File: src/rtl/susp_clk_pkg.sv
package susp_clk_pkg;

  localparam int unsigned CFG_W        = 7;
  localparam int unsigned BIT_STATIC   = 0;
  localparam int unsigned BIT_FRESUME  = 1;
  localparam int unsigned BIT_SUSPEND  = 2;
  localparam int unsigned BIT_STOPCLK  = 3;
  localparam int unsigned BIT_STOPOSC  = 4;
  localparam int unsigned RATE_LSB     = 5;
  localparam int unsigned RST_PERIODS  = 31;  // slow-clock periods of reset
  localparam int unsigned SLOW_DIV     = 4;   // reference periods per slow period

  typedef struct packed {
    logic [1:0] rate;
    logic       static_en;
    logic       stop_clk;
    logic       stop_osc;
    logic       suspend;
    logic       fresume;
  } live_cfg_t;

  function automatic live_cfg_t decode_cfg(input logic [CFG_W-1:0] b);
    live_cfg_t c;
    c.rate      = b[RATE_LSB +: 2];
    c.static_en = b[BIT_STATIC];
    c.fresume   = b[BIT_FRESUME];
    c.suspend   = b[BIT_SUSPEND];
    c.stop_osc  = b[BIT_STOPOSC];
    c.stop_clk  = b[BIT_STOPCLK] | b[BIT_STOPOSC];
    return c;
  endfunction

endpackage

File: src/rtl/susp_cfg_stage.sv
module susp_cfg_stage
  import susp_clk_pkg::*;
(
  input  logic             clk,
  input  logic             rst_i,
  input  logic             cfg_wr,
  input  logic [CFG_W-1:0] cfg_data,
  input  logic             cfg_commit,
  input  logic             stop_clr,
  output live_cfg_t        live
);

  logic [CFG_W-1:0] hold_q, hold_d;
  live_cfg_t        live_q, live_d;

  always_comb begin
    hold_d = hold_q;
    if (cfg_wr) hold_d = cfg_data;
  end

  always_comb begin
    live_d = live_q;
    if (cfg_commit) live_d = decode_cfg(hold_q);
    if (stop_clr) begin
      live_d.stop_clk = 1'b0;
      live_d.stop_osc = 1'b0;
    end
  end

  always_ff @(posedge clk or negedge rst_i) begin
    if (!rst_i) begin
      hold_q <= '0;
      live_q <= '0;
    end else begin
      hold_q <= hold_d;
      live_q <= live_d;
    end
  end

  assign live = live_q;

  // firmware-owned fields move only on a commit
  assert_cfg_hold_R6: assert property (@(posedge clk) disable iff (!rst_i)
    !cfg_commit |=> $stable({live_q.rate, live_q.static_en, live_q.suspend, live_q.fresume}));

  assert_stop_clear_R4: assert property (@(posedge clk) disable iff (!rst_i)
    stop_clr |=> !(live_q.stop_clk || live_q.stop_osc));

  assert_osc_implies_clk_R3: assert property (@(posedge clk) disable iff (!rst_i)
    live_q.stop_osc |-> live_q.stop_clk);

endmodule

File: src/rtl/susp_clk_div.sv
module susp_clk_div #(
  parameter int unsigned TICKS_PER_REF = 2
) (
  input  logic       clk,
  input  logic       rst_i,
  input  logic [1:0] rate,
  input  logic       gate,
  output logic       q
);

  localparam int unsigned CW = $clog2(2 * TICKS_PER_REF);
  localparam logic [CW-1:0] TC_SLOW = CW'(2 * TICKS_PER_REF - 1);
  localparam logic [CW-1:0] TC_REF  = CW'(TICKS_PER_REF - 1);
  localparam logic [CW-1:0] TC_FAST = CW'(TICKS_PER_REF / 2 - 1);

  function automatic logic [CW-1:0] tc_high(input logic [1:0] r);
    case (r)
      2'd0, 2'd1: return TC_SLOW;
      2'd2:       return TC_REF;
      default:    return TC_FAST;
    endcase
  endfunction

  function automatic logic [CW-1:0] tc_low(input logic [1:0] r);
    case (r)
      2'd0:       return TC_SLOW;
      2'd1, 2'd2: return TC_REF;
      default:    return TC_FAST;
    endcase
  endfunction

  logic          q_q, q_d;
  logic [CW-1:0] cnt_q, cnt_d;
  logic [1:0]    act_q, act_d;

  always_comb begin
    q_d   = q_q;
    cnt_d = cnt_q;
    act_d = act_q;
    if (gate) begin
      q_d   = 1'b0;
      cnt_d = '0;
      act_d = rate;
    end else if (q_q) begin
      if (cnt_q == tc_high(act_q)) begin
        q_d   = 1'b0;
        cnt_d = '0;
      end else begin
        cnt_d = cnt_q + 1'b1;
      end
    end else begin
      if (cnt_q == tc_low(act_q)) begin
        q_d   = 1'b1;
        cnt_d = '0;
        act_d = rate;
      end else begin
        cnt_d = cnt_q + 1'b1;
      end
    end
  end

  always_ff @(posedge clk or negedge rst_i) begin
    if (!rst_i) begin
      q_q   <= 1'b0;
      cnt_q <= '0;
      act_q <= '0;
    end else begin
      q_q   <= q_d;
      cnt_q <= cnt_d;
      act_q <= act_d;
    end
  end

  assign q = q_q;

  // phase counter never runs past the length of the rate it serves
  assert_run_bound_R11: assert property (@(posedge clk) disable iff (!rst_i)
    q_q |-> (cnt_q <= tc_high(act_q)));

  assert_gate_low_R2: assert property (@(posedge clk) disable iff (!rst_i)
    gate |=> !q_q);

endmodule

File: src/rtl/susp_rst_stretch.sv
module susp_rst_stretch #(
  parameter int unsigned RST_TICKS = 248
) (
  input  logic clk,
  input  logic rst_i,
  input  logic bus_reset,
  output logic rst_out_n
);

  localparam int unsigned RW = $clog2(RST_TICKS + 1);
  localparam logic [RW-1:0] LOAD = RW'(RST_TICKS);

  logic [RW-1:0] cnt_q, cnt_d;
  logic          bus_q;

  always_comb begin
    cnt_d = cnt_q;
    if (bus_reset && !bus_q)  cnt_d = LOAD;
    else if (cnt_q != '0)     cnt_d = cnt_q - 1'b1;
  end

  always_ff @(posedge clk or negedge rst_i) begin
    if (!rst_i) begin
      cnt_q <= LOAD;
      bus_q <= 1'b0;
    end else begin
      cnt_q <= cnt_d;
      bus_q <= bus_reset;
    end
  end

  assign rst_out_n = (cnt_q == '0);

  assert_bus_reset_low_R8: assert property (@(posedge clk) disable iff (!rst_i)
    (bus_reset && !bus_q) |=> !rst_out_n);

endmodule

File: src/rtl/susp_clk_ctl.sv
module susp_clk_ctl
  import susp_clk_pkg::*;
#(
  parameter int unsigned TICKS_PER_REF = 2
) (
  input  logic             clk,
  input  logic             rst_n,
  input  logic             cfg_wr,
  input  logic [CFG_W-1:0] cfg_data,
  input  logic             cfg_commit,
  input  logic             bus_active,
  input  logic             resume_det,
  input  logic             bus_reset,
  input  logic             wake_in,
  output logic             mclk_out,
  output logic             rst_out_n,
  output logic             wake_irq,
  output logic             resume_req,
  output logic             suspend_o,
  output logic             osc_en
);

  localparam int unsigned RST_TICKS = RST_PERIODS * SLOW_DIV * TICKS_PER_REF;

  logic [1:0] rst_sync;
  logic       rst_i;
  live_cfg_t  live;
  logic       stop_clr;
  logic       div_q;
  logic       div_gate;

  always_ff @(posedge clk or negedge rst_n) begin
    if (!rst_n) rst_sync <= 2'b00;
    else        rst_sync <= {rst_sync[0], 1'b1};
  end
  assign rst_i = rst_sync[1];

  assign stop_clr = wake_in | bus_active | resume_det | bus_reset;

  susp_cfg_stage u_cfg (
    .clk       (clk),
    .rst_i     (rst_i),
    .cfg_wr    (cfg_wr),
    .cfg_data  (cfg_data),
    .cfg_commit(cfg_commit),
    .stop_clr  (stop_clr),
    .live      (live)
  );

  assign div_gate = live.static_en | live.stop_clk;

  susp_clk_div #(.TICKS_PER_REF(TICKS_PER_REF)) u_div (
    .clk  (clk),
    .rst_i(rst_i),
    .rate (live.rate),
    .gate (div_gate),
    .q    (div_q)
  );

  susp_rst_stretch #(.RST_TICKS(RST_TICKS)) u_rst (
    .clk      (clk),
    .rst_i    (rst_i),
    .bus_reset(bus_reset),
    .rst_out_n(rst_out_n)
  );

  always_comb begin
    if (live.static_en)     mclk_out = live.stop_clk;
    else if (live.stop_clk) mclk_out = 1'b0;
    else                    mclk_out = div_q;
  end

  assign wake_irq   = wake_in & live.stop_clk;
  assign resume_req = live.fresume;
  assign suspend_o  = live.suspend;
  assign osc_en     = ~live.stop_osc;

  // a wake request clears its own cause, so it never lasts two cycles
  assert_wake_irq_single_R5: assert property (@(posedge clk) disable iff (!rst_i)
    wake_irq |=> !wake_irq);

endmodule

File: config.mk
export PLATFORM = sky130hd
export DESIGN_NAME = susp_clk_ctl
export DESIGN_NICKNAME = d
export VERILOG_FILES = /design/src/rtl/susp_clk_pkg.sv /design/src/rtl/susp_cfg_stage.sv /design/src/rtl/susp_clk_div.sv /design/src/rtl/susp_rst_stretch.sv /design/src/rtl/susp_clk_ctl.sv
export SDC_FILE = /design/constraint.sdc
export NUM_CORES = 1
export LEC_CHECK = 0
export BUFFER_PORTS_ARGS = -buffer_cell sky130_fd_sc_hd__buf_2
export CAP_MARGIN = 10
export CORE_UTILIZATION = 55
export DETAILED_ROUTE_END_ITERATION = 16
export PLACE_DENSITY = 0.83
export SLEW_MARGIN = 20
export SYNTH_ARGS = -nofsm -noshare
export SYNTH_HDL_FRONTEND = slang
export SYNTH_SLANG_ARGS = --single-unit
File: constraint.sdc
create_clock -name clk -period 1.5 [get_ports clk]
set_clock_uncertainty 0.15 [all_clocks]
set_input_delay 0.375 -clock clk [delete_from_list [all_inputs] [get_ports clk]]
set_output_delay 0.375 -clock clk [all_outputs]
set_load 0.005 [all_outputs]
==> results of run 1 <==
cell usage in the layout (no fill, tap or decap), types with 2 or more instances in the layout:
cell	netlist	routed
dfrtp_1	25	19
nand2_1	11	11
o31ai_1	4	2
mux2_2	10	10
o31ai_2	0	2
dfrtp_2	0	6
a211o_1	2	2
a211oi_2	2	3
a21oi_1	5	5
o21ai_2	2	2
inv_2	0	3
inv_1	8	5
o21ai_0	5	5
buf_4	2	16
dfstp_2	5	5
nor2b_1	2	2
xnor2_1	2	2
nor3_4	1	2
nand3_2	2	2
buf_2	1	19
nand3_1	3	3
clkbuf_4	0	5
o311ai_0	2	2
nor2_1	10	9
nand2b_1	3	3
buf_6	2	2
flip-flops by register name, summed over array words and instances, names as in the netlist:
signal / count
u_cfg.hold_q: 7
u_rst.bus_q: 1
u_rst.cnt_q: 8
u_div.q: 1
rst_sync: 2
u_cfg.live: 7
u_div.cnt_q: 2
u_div.act_q: 2
worst max-delay path: stages (launching register included):
cell and delay (ns):
dfstp_2 0.40, nor3_4 0.22, nand3_2 0.11, inv_2 0.07
buf_2 0.10
where the power goes:
group          leakage [uW]  internal (uW)  switching, uW
clock             0.0000353            227            267
combinational      0.000419            455            381
sequential         0.000350           1000            248
final cells by class:
cell class / instances / share of cell area
well taps: 30 / 0.0208
clock buffers: 7 / 0.0304
multi-input cells: 86 / 0.370
flip-flops and latches: 30 / 0.423
inverters: 8 / 0.0166
clock inverters: 1 / 0.00277
repair buffers: 38 / 0.137
kinds of logic (layout without fill, tap and decap cells):
logic type	Yosys count	count (layout)	share of synthesized area
compound gates	28	28	0.142
xor+xnor	3	3	0.0232
fa+ha+maj	1	1	0.00857
buf+inv	15	54	0.0549
flops	30	30	0.519
mux	11	11	0.0840
other cells	1	1	0.00257
simple gates	42	42	0.166
per-stage QoR:
step	utilization	total power (uW)	instances
5_1_grt	0.723	2740	200
4_1_cts	0.705	2530	199
2_1_floorplan	-	1800	131
6_report	0.723	2580	200
3_3_place_gp	0.652	1920	185
3_5_place_dp	0.652	1980	185
synthesized netlist by cell type, drive strengths merged:
cell and instances:
nor2b 2, buf 5, and2 1, a211oi 3, inv 8, nand3b 1, and4bb 2, a21oi 5
nand2 11, and3 1, o21a 2, ha 1, mux2 10, or4 1, nor2 10, a21boi 1
nor3 2, clkbuf 2, o311ai 3, dfrtp 25, dfstp 5, xnor2 2, nand4 1, o221ai 1
nand3 5, o21ai 7, a211o 2, o31ai 4, nor4 1, xor2 1, mux2i 1, or3 1
conb 1, nand2b 3
routing by layer:
layer / global-route usage / up-vias
met4: 0.101 / 0
met3: 0.0805 / 4
met1: 0.299 / 541
met2: 0.410 / 22
met5: 0 / -
li1: - / 534
repair_timing:
action	4_1_cts	5_1_grt
hold buffers	1	0
pin swaps	2	0
hold endpoints to repair	2	0
buffers inserted	5	1
gates resized for setup	8	12
endpoints found under the setup margin	4	8
worst max-delay path by stage:
stage / from / slack, ns / cells after the start / endpoint
3_3_place_gp: u_div.act_q[0] / 0.07 / 4 / u_div.act_q[1]
3_5_place_dp: u_rst.cnt_q[0] / -0.01 / 5 / rst_out_n
6_report: u_rst.cnt_q[3] / -0.27 / 4 / rst_out_n
5_1_grt: u_rst.cnt_q[3] / -0.33 / 4 / rst_out_n
4_1_cts: u_rst.cnt_q[7] / -0.28 / 4 / rst_out_n
2_1_floorplan: u_rst.cnt_q[0] / 0.02 / 4 / rst_out_n
==> results.json, run 1 <==
{
  "maxCapViolations": 0,
  "powerDensity_nw_per_um2": 1430,
  "final_cell_area_sq_um": 1810,
  "clk_latency_ns": 0.33,
  "portBuffers": 20,
  "fin_ws_ns": -0.265,
  "syn_avg_cell_area_sq_um": 11.1,
  "violations": "negative setup slack",
  "peakVddDrop_v": 0.00130,
  "synth_area_leaders": "dfrtp_1, dfstp_2, mux2_2",
  "die_height_microns": 53.5,
  "finalHoldWorstSlack_ns": 0.00609,
  "start_util": 0.584,
  "register_area_sq_um": 764,
  "grt_pass1_wl_mm": 4.79,
  "via_per_inst": 5.51,
  "routed-via-count": 1101,
  "top_layer": "met4",
  "setup_violations": 4,
  "die_w_microns": 53.5,
  "rsz0062_at_grt": "true",
  "arrival_ns": 1.24,
  "crit_fanout": 4,
  "ys_seq_area_frac": 0.519,
  "synth_cell_types": 43,
  "dr.pass1.iters": 4,
  "grt_max_degree": 20,
  "worstRegToRegCells": 5,
  "rrSetupSlack_ns": -0.01,
  "max_freq_mhz": 566,
  "synth_warnings": 0,
  "dp_slack_ns": -0.0112,
  "drt-met1-wl_mm": 1.32,
  "core_area_sq_um": 2500,
  "cts_tree": "done",
  "place.gp.congestion": 0.728,
  "ant_nets": 0,
  "fin_crit_ns": 1.77,
  "final_layout_size_suffix_gt1_frac": 0.506,
  "drt_iter0_markers": 22,
  "startpoint_type": "flip-flop",
  "grt-ovfl-total": 0,
  "cts.clk_slew.worst_paths_ns": 0.09,
  "grt_util_all_layers": 0.249,
  "synth.top_cell.area_share": 0.429,
  "syn_inst": 131,
  "crit_required_ns": 0.97,
  "wl_per_cell_microns": 14.9,
  "grt_antenna_before_repair": 0,
  "status": "finished with violations",
  "htree_levels": 2,
  "diodes": 0,
  "dpl_cell_area_sq_um": 1630,
  "cts_buffer_depth": 2,
  "multi_input_area_sq_um": 668,
  "syn_area_sq_um": 1460,
  "first_global_vias": 1076,
  "syn_nets": 147,
  "rows": 18,
  "wl_mm": 2.99,
  "hp-class": "flip-flop to async pin",
  "power_leakage_uw": 0.000805,
  "endpoint_kind": "output pin",
  "hold_violations": 0,
  "hpwl_mm": 2.04,
  "dr_wl_met2_mm": 1.52,
  "pin_count": 21,
  "r2r_start": "u_rst.cnt_q[3]",
  "drc": 0,
  "cts_root_buf": "clkbuf_4",
  "ys_ff_latch": 30,
  "final_nets": 185,
  "syn2layout_area_growth_pct": 23.9,
  "dieArea_sq_um": 2860,
  "fillers": 168,
  "tns_ns": -0.485,
  "r2r_end": "u_rst.cnt_q[7]",
  "clkSinkCount": 30,
  "fin_crit_sh": 1.18,
  "slew_violations": 0,
  "yosys.area.top_type": "dfrtp_1",
  "cts_made_buffers": 5,
  "crit_type": "flip-flop to output pin",
  "met3_length_microns": 109
}
No activity file was read; power rests on OpenSTA's default activity.
==> run 2, diff against run 1 <==
Settings changed: CORE_UTILIZATION 55 to 56, PLACE_DENSITY 0.83 to 0.84, RECOVER_POWER set to 25, SYNTH_HIERARCHICAL set to 1.
==> results.json, run 2 <==
{
  "synthFlopType": "dfrtp_1",
  "arrival_ns": 1.64,
  "fin_crit_ns": 2.16,
  "cts_made_buffers": 5,
  "hpwl_mm": 2.67,
  "startpoint_type": "flip-flop",
  "synth.top_cells.by_count": "dfrtp_1, mux2_4, inv_1",
  "cts_buffer_depth": 2,
  "dr.pass1.iters": 5,
  "crit_type": "flip-flop to output pin",
  "dp.cells": 197,
  "slew_violations": 0,
  "ys_ff_latch": 30,
  "maxCapViolations": 0,
  "die_height_microns": 54.2,
  "syn_nets": 150,
  "tightest_slew_ns": 0.511,
  "endpoint_kind": "output pin",
  "cts_tree": "done",
  "stdcell_count": 217,
  "ant_nets": 0,
  "first_global_vias": 1429,
  "synth_most_common_cell": "dfrtp_1",
  "yosys.area.top_type": "dfrtp_1",
  "async_flop_share": 1.00,
  "status": "finished with violations",
  "grt-ovfl-total": 0,
  "synth-edff-count": 0,
  "synth_warnings": 6,
  "crit_fanout": 3,
  "core_area_sq_um": 2520,
  "hp-class": "flip-flop to async pin",
  "powerDensity_nw_per_um2": 1520,
  "synth_area_leaders": "dfrtp_1, mux2_4, dfstp_2",
  "fillers": 121,
  "power_leakage_uw": 0.000947,
  "fin_crit_sh": 1.44,
  "path_cells": "inv_2 > ha_4 > or3b_4 > nor2_4 > buf_2",
  "clk_latency_ns": 0.36,
  "tns_ns": -3.54,
  "htree_levels": 2,
  "start_util": 0.605,
  "wl_mm": 5.68,
  "drt_iter0_markers": 106,
  "grt_max_degree": 19,
  "swShare": 0.381,
  "hold_violations": 0,
  "violations": "negative setup slack",
  "synth.top_cell.area_share": 0.410,
  "syn_inst": 134,
  "wl_per_cell_microns": 26.2,
  "layout_commonest_cell": "buf_4",
  "cts_root_buf": "clkbuf_4",
  "clkSinkCount": 30,
  "synth_cell_types": 47,
  "syn2layout_area_growth_pct": 35.6,
  "grt_pass1_wl_mm": 7.17,
  "dp_slack_ns": -0.206,
  "via_per_inst": 7.04,
  "pin_count": 21,
  "slowest_delay_ns": 0.43,
  "fin_ws_ns": -0.662,
  "cp_slowest_cell": "dfrtp_1",
  "slew_headroom": 0.660,
  "peakVddDrop_v": 0.00121,
  "setup_violations": 13,
  "p_comb_frac": 0.410,
  "portBuffers": 20,
  "largest_reg_flops": 8,
  "rsz0062_at_grt": "true",
  "clkPwrFrac": 0.201,
  "place.gp.congestion": 0.822,
  "final_layout_size_suffix_gt1_frac": 0.556,
  "grt_antenna_before_repair": 0,
  "syn_avg_cell_area_sq_um": 11.4,
  "syn_area_sq_um": 1530,
  "ys_seq_area_frac": 0.496,
  "final_nets": 202,
  "diodes": 0,
  "p_sw_uw": 1200,
  "internal-power_uw": 1940,
  "dieArea_sq_um": 2940,
  "routed-via-count": 1527,
  "grt_util_all_layers": 0.371,
  "rows": 18,
  "layout_common_cells": "buf_4, dfrtp_1, buf_2",
  "max_freq_mhz": 463,
  "top_register": "u_rst/cnt_q",
  "seq_power_share": 0.389,
  "drc": 0,
  "die_w_microns": 54.2,
  "crit_required_ns": 0.97,
  "cts.clk_slew.worst_paths_ns": 0.10
}
[run 2: changes by cell type in the layout (fill, tap and decap cells not counted), moves of 4 or more]
cell     before  now
mux2_4        0   12
mux2_2       10    0
buf_4        16   24
nor2_1        9    4
buf_6         2    6
nand2_1      11    7
[run 2: per-layer routing]
metal / global-route usage / vias to the layer above / wire [microns]
li1: - / 588 / -
met1: 0.397 / 711 / 1890
met2: 0.636 / 162 / 2630
met3: 0.103 / 66 / 607
met4: 0.239 / 0 / 553
met5: 0 / - / 0
[run 2: critical path, delay by kind of cell, from the launching register on]
family                     cells  cell delay, ns
buffers and inverters          2            0.23
and+or+nand+nor                2            0.51
adders and majority gates      1            0.13
DFF                            1            0.43
[run 2: per-stage QoR]
stage	util	power, uW	hold slack, ns	instance area (sq um)
after floorplan	-	1830	-0.0706	1550
after global placement	0.713	2070	0.00949	1800
after detailed placement	0.713	2170	0.0107	1800
after CTS	0.779	2830	0.0220	1960
after global routing	0.820	3250	0.0395	2070
final	0.820	3140	0.0433	2070
[run 2: logic make-up (layout without fill, tap and decap cells)]
kind of cell	Yosys count	count (layout)	synth area share
DFF	30	30	0.496
other	1	1	0.00246
adders and majority gates	1	1	0.00820
AOI/OAI and AO/OA	26	26	0.121
muxes	13	13	0.125
xor gates and xnor gates	2	2	0.0115
buffers and inverters	15	68	0.0533
and+or+nand+nor	46	46	0.184
[run 2: cell type report]
type,instances,area [sq um],share of cell area
clock buffer,8,78.8,0.0381
inverter,9,33.8,0.0163
multi-input combinational,89,786,0.380
sequential,30,763,0.369
tap,30,37.5,0.0181
timing repair buffer,51,370,0.179
[run 2: worst paths after layout]
check                                     from        endpoint  slack, ns  depth (start not counted)
worst min-delay path               rst_sync[1]         u_div/q       0.04                          0
worst min register to register     rst_sync[1]         u_div/q       0.04                          0
max in group asynchronous          rst_sync[1]   u_cfg/live[2]       0.67                          1
worst max-delay path            u_rst/cnt_q[1]       rst_out_n      -0.66                          5
min in group clk                     bus_reset     u_rst/bus_q       0.05                          1
worst max register to register  u_rst/cnt_q[0]  u_rst/cnt_q[3]      -0.44                          6
[run 2: timing repair]
| action | 4_1_cts | 5_1_grt |
|---|---|---|
| resized for setup | 16 | 16 |
| hold buffers | 1 | 0 |
| setup endpoints to repair | 11 | 14 |
| pin swaps | 5 | 5 |
| endpoints found under the hold margin | 2 | 0 |
| cloned | 0 | 0 |
| buffers inserted | 4 | 8 |
[run 2: power by group through the flow]
stage	clock network, uW	registers (uW)	logic (uW)
2_1_floorplan	0	1150	688
3_3_place_gp	0	1180	893
3_5_place_dp	0	1190	975
4_1_cts	604	1180	1040
5_1_grt	666	1230	1350
6_report	632	1220	1290
==> run 3, diff against run 2 <==
Settings changed: ABC_AREA set to 1, CORE_UTILIZATION 56 to 55, CTS_CLUSTER_SIZE set to 12, PLACE_DENSITY 0.84 to 0.83.
==> results.json, run 3 <==
{
  "grt-ovfl-total": 0,
  "synth.top_cells.by_count": "nand2_1, inv_1, dfrtp_1",
  "synth.top_cell.area_share": 0.432,
  "arrival_ns": 1.26,
  "stdcell_count": 236,
  "fin_ws_ns": -0.288,
  "final_layout_size_suffix_gt1_frac": 0.335,
  "max_freq_mhz": 559,
  "crit_type": "flip-flop to output pin",
  "fin_crit_ns": 1.79,
  "layout_common_cells": "nand2_1, dfrtp_1, inv_1",
  "start_util": 0.585,
  "grt_pass1_wl_mm": 4.46,
  "rows": 18,
  "final_cell_area_sq_um": 1730,
  "syn_avg_cell_area_sq_um": 8.52,
  "clk_latency_ns": 0.31,
  "min_to": "u_rst/bus_q",
  "worstRegToRegCells": 9,
  "layout_commonest_cell": "nand2_1",
  "tightest_slew_ns": 0.662,
  "hold_path_depth": 1,
  "clkSinkCount": 30,
  "dr.pass1.iters": 4,
  "cts_root_buf": "clkbuf_4",
  "slew_violations": 0,
  "dpl_cell_area_sq_um": 1630,
  "portBuffers": 20,
  "startpoint_type": "flip-flop",
  "violations": "negative setup slack",
  "die_height_microns": 53.3,
  "r2r_end": "u_rst/cnt_q[1]",
  "syn_nets": 186,
  "synthFlopType": "dfrtp_1",
  "grt_antenna_before_repair": 0,
  "via_per_inst": 5.05,
  "largest_reg_flops": 8,
  "core_area_sq_um": 2480,
  "dr_wl_met2_mm": 1.43,
  "first_global_vias": 1136,
  "pin_count": 21,
  "routed-via-count": 1191,
  "grt_util_all_layers": 0.227,
  "ys_ff_latch": 30,
  "peakVddDrop_v": 0.000999,
  "drc": 0,
  "cts.clk_slew.worst_paths_ns": 0.09,
  "drt-met1-wl_mm": 1.12,
  "power_leakage_uw": 0.000950,
  "synth_area_leaders": "dfrtp_1, nand2_1, dfstp_2",
  "place.gp.congestion": 0.817,
  "endpoint_kind": "output pin",
  "diodes": 0,
  "async_flop_share": 1.00,
  "ant_nets": 0,
  "synth-edff-count": 0,
  "final_nets": 221,
  "r2r_start": "u_rst/cnt_q[1]",
  "hold_start": "bus_reset",
  "syn_area_sq_um": 1450,
  "top_register": "u_rst/cnt_q",
  "dp.cells": 225,
  "syn2layout_area_growth_pct": 19.5,
  "grt_max_degree": 29,
  "hpwl_mm": 2.00,
  "powerDensity_nw_per_um2": 1350,
  "hold_violations": 0,
  "slew_headroom": 0.558,
  "hp-class": "input pin to flip-flop",
  "synth_warnings": 6,
  "cts_made_buffers": 5,
  "tns_ns": -0.368,
  "met3_length_microns": 106,
  "cts_buffer_depth": 2,
  "rsz0062_at_grt": "true",
  "htree_levels": 2,
  "maxCapViolations": 0,
  "crit_required_ns": 0.97,
  "ys_seq_area_frac": 0.522,
  "top_layer": "met4",
  "syn_inst": 170,
  "dieArea_sq_um": 2840,
  "dp_slack_ns": 0.00202,
  "synth_most_common_cell": "nand2_1",
  "drt_iter0_markers": 28,
  "fillers": 192,
  "cts_tree": "done",
  "wl_per_cell_microns": 11.4,
  "cp-startpoint": "u_rst/cnt_q[1]",
  "wl_mm": 2.70,
  "die_w_microns": 53.3,
  "rrSetupSlack_ns": 0.11,
  "status": "finished with violations",
  "yosys.area.top_type": "dfrtp_1",
  "fin_crit_sh": 1.19,
  "crit_fanout": 2,
  "synth_cell_types": 21,
  "finalHoldWorstSlack_ns": 0.0620,
  "setup_violations": 2
}
==> run 3: what timing repair did <==
action / 4_1_cts / 5_1_grt
endpoints found under the hold margin: 2 / 0
pin swaps: 3 / 2
hold buffers: 1 / 0
setup endpoints to repair: 3 / 9
gates resized for setup: 5 / 5
buffers inserted: 3 / 0
==> run 3: worst max path at each step <==
stage | end | cells after the start | slack (ns)
3_3_place_gp | rst_out_n | 7 | 0.05
4_1_cts | rst_out_n | 7 | -0.31
3_5_place_dp | rst_out_n | 7 | 0.002
2_1_floorplan | rst_out_n | 6 | 0.006
5_1_grt | rst_out_n | 7 | -0.38
6_report | rst_out_n | 7 | -0.29
==> run 3: routing by layer <==
| metal | global-route usage | vias to the layer above |
|---|---|---|
| met5 | 0 | - |
| met4 | 0.149 | 0 |
| met3 | 0.0575 | 6 |
| met2 | 0.410 | 32 |
| met1 | 0.224 | 545 |
| li1 | - | 608 |
==> run 3: worst max-delay path, stage by stage, from the launching register on <==
cell     delay (ns)
dfrtp_1        0.40
inv_2          0.08
ha_4           0.13
inv_2          0.04
nor2_4         0.09
nand2_4        0.06
inv_2          0.06
buf_6          0.09
==> run 3: report_power, final <==
part	leakage [uW]	internal [uW]	total, uW	switching [uW]
combinational	0.000552	310	750	440
clock	0.0000353	227	485	258
sequential	0.000363	984	1100	120
==> run 3: cells by family (layout without fill, tap and decap cells) <==
logic type,after synthesis,after routing,share of synthesized area
XOR/XNOR,1,1,0.00605
adder cells (fa/ha/maj),1,1,0.00863
flip-flops,30,30,0.522
other,1,1,0.00259
AO/OA/AOI/OAI,27,27,0.111
AND/OR/NAND/NOR,77,77,0.253
buffers and inverters,33,69,0.0959
==> run 3: layout make-up <==
| cell class | instances | area, sq um | area share |
|---|---|---|---|
| clock inverters | 1 | 5.00 | 0.00289 |
| repair buffers | 30 | 179 | 0.103 |
| flip-flops and latches | 30 | 757 | 0.437 |
| inverters | 31 | 116 | 0.0672 |
| clock buffers | 7 | 55.1 | 0.0318 |
| multi-input cells | 107 | 582 | 0.336 |
| well taps | 30 | 37.5 | 0.0217 |
==> run 3: metrics by stage <==
step                       util  power [uW]
after global placement    0.658        1740
after CTS                 0.700        2320
after floorplan               -        1600
final                     0.699        2340
after detailed placement  0.658        1780
after global routing      0.699        2510
